### src/rtl/ir_pw_pkg.sv
package ir_pw_pkg;

  // Decoder phases: hunting for an opener, timing a high gap, timing a data low.
  typedef enum logic [1:0] {
    PH_HUNT = 2'd0,
    PH_GAP  = 2'd1,
    PH_LOW  = 2'd2
  } dec_phase_e;

  // Width of a counter that can hold values up to and including max_val.
  function automatic int unsigned cnt_bits(input int unsigned max_val);
    return (max_val < 2) ? 1 : $clog2(max_val + 1);
  endfunction

endpackage

### src/rtl/ir_pw_sync.sv
// Synchroniser chain plus edge detection on the settled level.
module ir_pw_sync #(
  parameter int STAGES = 2
) (
  input  logic clk,
  input  logic rst_n,
  input  logic din,
  output logic level,
  output logic fell,
  output logic rose
);

  logic [STAGES-1:0] chain;
  logic              last;

  generate
    for (genvar i = 0; i < STAGES; i++) begin : g_stage
      if (i == 0) begin : g_first
        always_ff @(posedge clk or negedge rst_n) begin
          if (!rst_n) chain[0] <= 1'b1;
          else        chain[0] <= din;
        end
      end else begin : g_next
        always_ff @(posedge clk or negedge rst_n) begin
          if (!rst_n) chain[i] <= 1'b1;
          else        chain[i] <= chain[i-1];
        end
      end
    end
  endgenerate

  always_ff @(posedge clk or negedge rst_n) begin
    if (!rst_n) last <= 1'b1;
    else        last <= chain[STAGES-1];
  end

  assign level = chain[STAGES-1];
  assign fell  = last & ~level;
  assign rose  = ~last & level;

endmodule

### src/rtl/ir_pw_timer.sv
// Saturating period counter. Reads 1 in the first cycle after a restart.
module ir_pw_timer #(
  parameter int CNT_W = 8
) (
  input  logic             clk,
  input  logic             rst_n,
  input  logic             restart,
  output logic [CNT_W-1:0] ticks
);

  localparam logic [CNT_W-1:0] TOP = '1;

  always_ff @(posedge clk or negedge rst_n) begin
    if (!rst_n)             ticks <= '0;
    else if (restart)       ticks <= CNT_W'(1);
    else if (ticks != TOP)  ticks <= ticks + CNT_W'(1);
  end

endmodule

### src/rtl/ir_pw_collect.sv
// Bit collector: new bits enter at the top, and the result is shifted down by
// the number of unused positions, so the first bit lands at bit 0.
module ir_pw_collect #(
  parameter int CODE_W = 32,
  parameter int NB_W   = 6
) (
  input  logic              clk,
  input  logic              rst_n,
  input  logic              clear,
  input  logic              push,
  input  logic              bit_in,
  output logic [CODE_W-1:0] code,
  output logic [NB_W-1:0]   count
);

  localparam logic [NB_W-1:0] FULL = NB_W'(CODE_W);

  logic [CODE_W-1:0] shreg;
  logic [NB_W-1:0]   unused;

  always_ff @(posedge clk or negedge rst_n) begin
    if (!rst_n) begin
      shreg <= '0;
      count <= '0;
    end else if (clear) begin
      shreg <= '0;
      count <= '0;
    end else if (push && (count != FULL)) begin
      shreg <= {bit_in, shreg[CODE_W-1:1]};
      count <= count + NB_W'(1);
    end
  end

  always_comb begin
    unused = FULL - count;
    code   = shreg >> unused;
  end

endmodule

### src/rtl/ir_pw_decoder.sv
module ir_pw_decoder #(
  parameter int START_TICKS = 270000,
  parameter int CODE_W      = 32,
  parameter int SYNC_STAGES = 2
) (
  input  logic                                   clk,
  input  logic                                   rst_n,
  input  logic                                   ir_rx_n,
  output logic                                   frame_valid,
  output logic [CODE_W-1:0]                      frame_code,
  output logic [ir_pw_pkg::cnt_bits(CODE_W)-1:0] frame_bits
);
  import ir_pw_pkg::*;

  localparam int BIT_TICKS = START_TICKS / 2;
  localparam int CNT_W     = cnt_bits(START_TICKS) + 1;
  localparam int NB_W      = cnt_bits(CODE_W);
  localparam logic [CNT_W-1:0] START_LIM = CNT_W'(START_TICKS);
  localparam logic [CNT_W-1:0] BIT_LIM   = CNT_W'(BIT_TICKS);

  logic             lvl, fell, rose;
  logic [CNT_W-1:0] ticks;
  logic             tmr_restart;
  dec_phase_e       phase, phase_nx;
  logic             open_frame, take_bit, bit_val, close_frame;
  logic [CODE_W-1:0] col_code;
  logic [NB_W-1:0]   col_count;

  ir_pw_sync #(.STAGES(SYNC_STAGES)) u_sync (
    .clk(clk), .rst_n(rst_n), .din(ir_rx_n),
    .level(lvl), .fell(fell), .rose(rose)
  );

  assign tmr_restart = fell | rose;

  ir_pw_timer #(.CNT_W(CNT_W)) u_timer (
    .clk(clk), .rst_n(rst_n), .restart(tmr_restart), .ticks(ticks)
  );

  // On a rise, ticks equals the length of the low that just ended.
  // While in PH_GAP, ticks equals the high time so far.
  always_comb begin
    phase_nx    = phase;
    open_frame  = 1'b0;
    take_bit    = 1'b0;
    close_frame = 1'b0;
    bit_val     = (ticks > BIT_LIM);
    unique case (phase)
      PH_HUNT: begin
        if (rose && (ticks >= START_LIM)) begin
          open_frame = 1'b1;
          phase_nx   = PH_GAP;
        end
      end
      PH_GAP: begin
        if (ticks > BIT_LIM) begin
          close_frame = 1'b1;
          phase_nx    = PH_HUNT;
        end else if (fell) begin
          phase_nx = PH_LOW;
        end
      end
      PH_LOW: begin
        if (rose) begin
          take_bit = 1'b1;
          phase_nx = PH_GAP;
        end
      end
      default: phase_nx = PH_HUNT;
    endcase
  end

  always_ff @(posedge clk or negedge rst_n) begin
    if (!rst_n) phase <= PH_HUNT;
    else        phase <= phase_nx;
  end

  ir_pw_collect #(.CODE_W(CODE_W), .NB_W(NB_W)) u_collect (
    .clk(clk), .rst_n(rst_n), .clear(open_frame), .push(take_bit),
    .bit_in(bit_val), .code(col_code), .count(col_count)
  );

  always_ff @(posedge clk or negedge rst_n) begin
    if (!rst_n) begin
      frame_valid <= 1'b0;
      frame_code  <= '0;
      frame_bits  <= '0;
    end else begin
      frame_valid <= close_frame;
      if (close_frame) begin
        frame_code <= col_code;
        frame_bits <= col_count;
      end
    end
  end

  logic unused_lvl;
  assign unused_lvl = lvl;

endmodule

### config.mk
export PLATFORM = sky130hd
export DESIGN_NAME = ir_pw_decoder
export DESIGN_NICKNAME = d
export VERILOG_FILES = /design/src/rtl/ir_pw_pkg.sv /design/src/rtl/ir_pw_sync.sv /design/src/rtl/ir_pw_timer.sv /design/src/rtl/ir_pw_collect.sv /design/src/rtl/ir_pw_decoder.sv
export SDC_FILE = /design/constraint.sdc
export NUM_CORES = 1
export LEC_CHECK = 0
export BUFFER_PORTS_ARGS = -buffer_cell sky130_fd_sc_hd__buf_4
export CAP_MARGIN = 25
export CORE_MARGIN = 8
export CORE_UTILIZATION = 65
export CTS_CLUSTER_SIZE = 24
export DETAILED_ROUTE_END_ITERATION = 8
export PLACE_DENSITY = 0.94
export SETUP_SLACK_MARGIN = 0.05
export SLEW_MARGIN = 20
export SYNTH_ARGS = -nofsm -noshare
export SYNTH_HDL_FRONTEND = slang
export SYNTH_SLANG_ARGS = --single-unit
export TNS_END_PERCENT = 50
### constraint.sdc
create_clock -name clk -period 8.5 [get_ports clk]
set_clock_uncertainty 0.05 [all_clocks]
set_input_delay 1.7 -clock clk [delete_from_list [all_inputs] [get_ports clk]]
set_output_delay 1.7 -clock clk [all_outputs]
set_load 0.005 [all_outputs]
==> impl_metrics.ini <==
[outcome]
outcome = complete, no violations

[grt]
grt_antenna_before_repair = 0
gr-total-overflow = 0
grt_use_total_pct = 23.4
grt_pass1_wl_um = 24200
grt_pass1_vias = 4852
grt_max_degree = 63

[min_path]
hold_start = u_sync.chain[0]
min_to = u_sync.level
hold_path_class = flip-flop to flip-flop
hold_depth = 0

[floorplanning]
die_w_um = 112
io_pins = 42
num_rows = 35
start_util_pct = 65.9
core_sq_mm = 0.00906
dieArea_sq_mm = 0.0125
die_h_um = 112

[power]
p_seq_share_pct = 58.3
ir_drop_mv = 0.0971
netSwitchingFraction_pct = 24.6
pwr-share-clk_pct = 38.4
power_density_mw_per_mm2 = 130
internal-power_w = 0.000640
power.static_leakage_nw = 2.79
switching_power_w = 0.000209
p_comb_share_pct = 3.3

[layout]
regArea_sq_mm = 0.00256
fillers = 647
area_growth_pct = 9.74
final_util_pct = 72.3
layout.nets = 665
drive_gt1_share_pct = 17.1
multi_input_area_sq_mm = 0.00319
antenna_cells = 0

[timing]
hold_viol_final = 0
max_freq_mhz = 303
final.min_clock_period_ps = 3300
rsz0062_at_grt = false
fin_ws_ps = 5200
maxSlewHeadroom_pct = 41.5
worst_slew_pin_slew_ps = 868
fin_tns_setup_ps = 0
slew_viol_final = 0
finalSetupViolCount = 0
finalCritPeriodShare_pct = 38.8

[synth]
synthCells = 636
async_flop_share_pct = 100
yosysUniqueCellTypes = 58
synth_edf_count = 0
syn_avg_cell_area_sq_um = 9.39
ys_ff_latch = 102
ys_seq_area_share_pct = 42.8
synth_area_sq_mm = 0.00597
synthesis.nets = 645
synthFlopType = dfrtp_1
synth_warnings = 0

[detailed_routing]
drtIter0Drc = 399
vias = 4982
drc = 0
drt-pass1-iter-count = 6
ant_nets = 0
wl_um = 14500
via_per_inst = 6.45
wl_per_cell_um = 18.7

[placement]
routabilityCongestion = 0.931
pre_cts_ws_ps = 5000
hpwl_um = 10200
io_buffers = 41

[clocking]
clk_latency_ps = 380
cts_resized = 0
root_buffer = clkbuf_8
cts_hold_buf = 0
clk_pin_slew_worst_paths_ps = 110
cts_tree = yes
cts_buffers = 9
postCtsSetupRepairBufs = 0
cts.path.max_buffers = 2
clock-sinks = 102
cts_htree_levels = 3

[worst_setup_path]
path_max_fanout = 46
startpoint_type = flip-flop
r2r_slack_ps = 5200
worstPathArrival_ps = 3520
endpoint_kind = flip-flop
reg2regPathDepth = 8
critPathKind = flip-flop to flip-flop
r2r_end = frame_code[3]
r2r-start = u_collect.count[0]
required_ps = 8720

[run]
drv_cap = 0
[kinds of logic after synthesis]
kind of cell | share of synthesized area (%)
and+or+nand+nor | 17.8
adders and majority gates | 1.26
buffers and inverters | 4.67
muxes | 14.4
DFF | 42.8
AOI/OAI and AO/OA | 15.3
xor gates and xnor gates | 3.81
[cells in the final DEF, fill, tap and decap left out, types with 4 or more instances in the layout]
| master | count |
|---|---|
| nand3_1 | 17 |
| and3_1 | 8 |
| o31ai_1 | 4 |
| mux4_2 | 17 |
| inv_1 | 14 |
| nor2b_1 | 4 |
| mux2_2 | 11 |
| a32o_1 | 7 |
| ha_1 | 6 |
| xnor2_1 | 10 |
| a211oi_1 | 8 |
| a31oi_1 | 7 |
| a21oi_1 | 49 |
| nor2_1 | 43 |
| a22o_1 | 10 |
| xor2_1 | 13 |
| o21ai_0 | 23 |
| nand2_1 | 131 |
| dfrtp_1 | 98 |
| clkbuf_8 | 9 |
| buf_4 | 53 |
| or3_1 | 5 |
| mux2i_1 | 35 |
| nand4_1 | 6 |
| nor3_1 | 11 |
[how the worst max path moves through the flow]
stage,startpoint,end,slack (ps)
floorplan,u_collect.count[0],frame_code[3],5020
global placement,u_collect.count[0],frame_code[3],5110
detailed placement,u_collect.count[0],frame_code[3],5000
CTS,u_collect.count[0],frame_code[3],4970
global route,u_collect.count[0],frame_code[3],4990
finish,u_collect.count[0],frame_code[3],5200
[power by group through the flow]
stage	Sequential, W	Combinational [W]	Clock [W]
after floorplan	0.000503	0.0000132	0
after global placement	0.000504	0.0000258	0
after detailed placement	0.000505	0.0000276	0
after CTS	0.000495	0.0000276	0.000333
after global routing	0.000496	0.0000314	0.000346
final	0.000496	0.0000277	0.000327
[through the flow]
stage / std cells / hold WS, ps / total power, W / area [sq um]
final: 772 / 312 / 0.000850 / 6550
after global routing: 772 / 318 / 0.000874 / 6550
after CTS: 772 / 314 / 0.000856 / 6540
after detailed placement: 756 / 299 / 0.000532 / 6330
after global placement: 756 / 296 / 0.000530 / 6330
after floorplan: 636 / 295 / 0.000516 / 5970
[area by class of cell]
type                       instances  area share, %
clock buffer                       9           1.89
sequential                       102           39.1
multi-input combinational        475           48.6
clock inverter                     7           1.32
timing repair buffer              53           6.07
inverter                          15          0.897
tap                              111           2.12
[sequential cells by signal (all words and copies together), names as in the netlist]
signal           cells
frame_code          32
u_collect.shreg     32
u_timer.ticks       20
frame_bits           6
u_collect.count      6
phase                2
frame_valid          1
u_sync.chain         1
u_sync.last          1
u_sync.level         1
[layer usage]
layer,vias up,part of all wire (%),global-route usage [%]
met5,-,0,0
met4,0,2.6,9.94
met3,33,7.1,4.71
met2,215,49,37.9
met1,2433,41,29.9
li1,2301,-,-
[synth_stat cells, drive strengths merged, types with 6 or more instances]
cell type	number	area, sq um
inv	15	58.8
mux2i	35	350
a211oi	8	60.1
nand2	131	492
nor3	12	60.1
xnor2	12	105
and3	8	50.1
mux4	17	383
nor2	44	168
clkbuf	28	105
o21ai	24	120
a32o	7	70.1
buf	16	115
a22o	10	87.6
ha	6	75.1
dfrtp	99	2480
a21oi	49	245
nand3	17	85.1
a31oi	7	43.8
xor2	14	123
mux2	11	124
nand4	6	37.5
[critical path, cell delays in order, from the launching register on]
cell	delay, ps
dfrtp_4	860
inv_1	140
ha_1	360
xnor2_2	160
buf_4	330
mux2i_1	120
o21ai_0	690
a31oi_1	180
a32o_1	280
No activity file was read; power rests on OpenSTA's default activity.
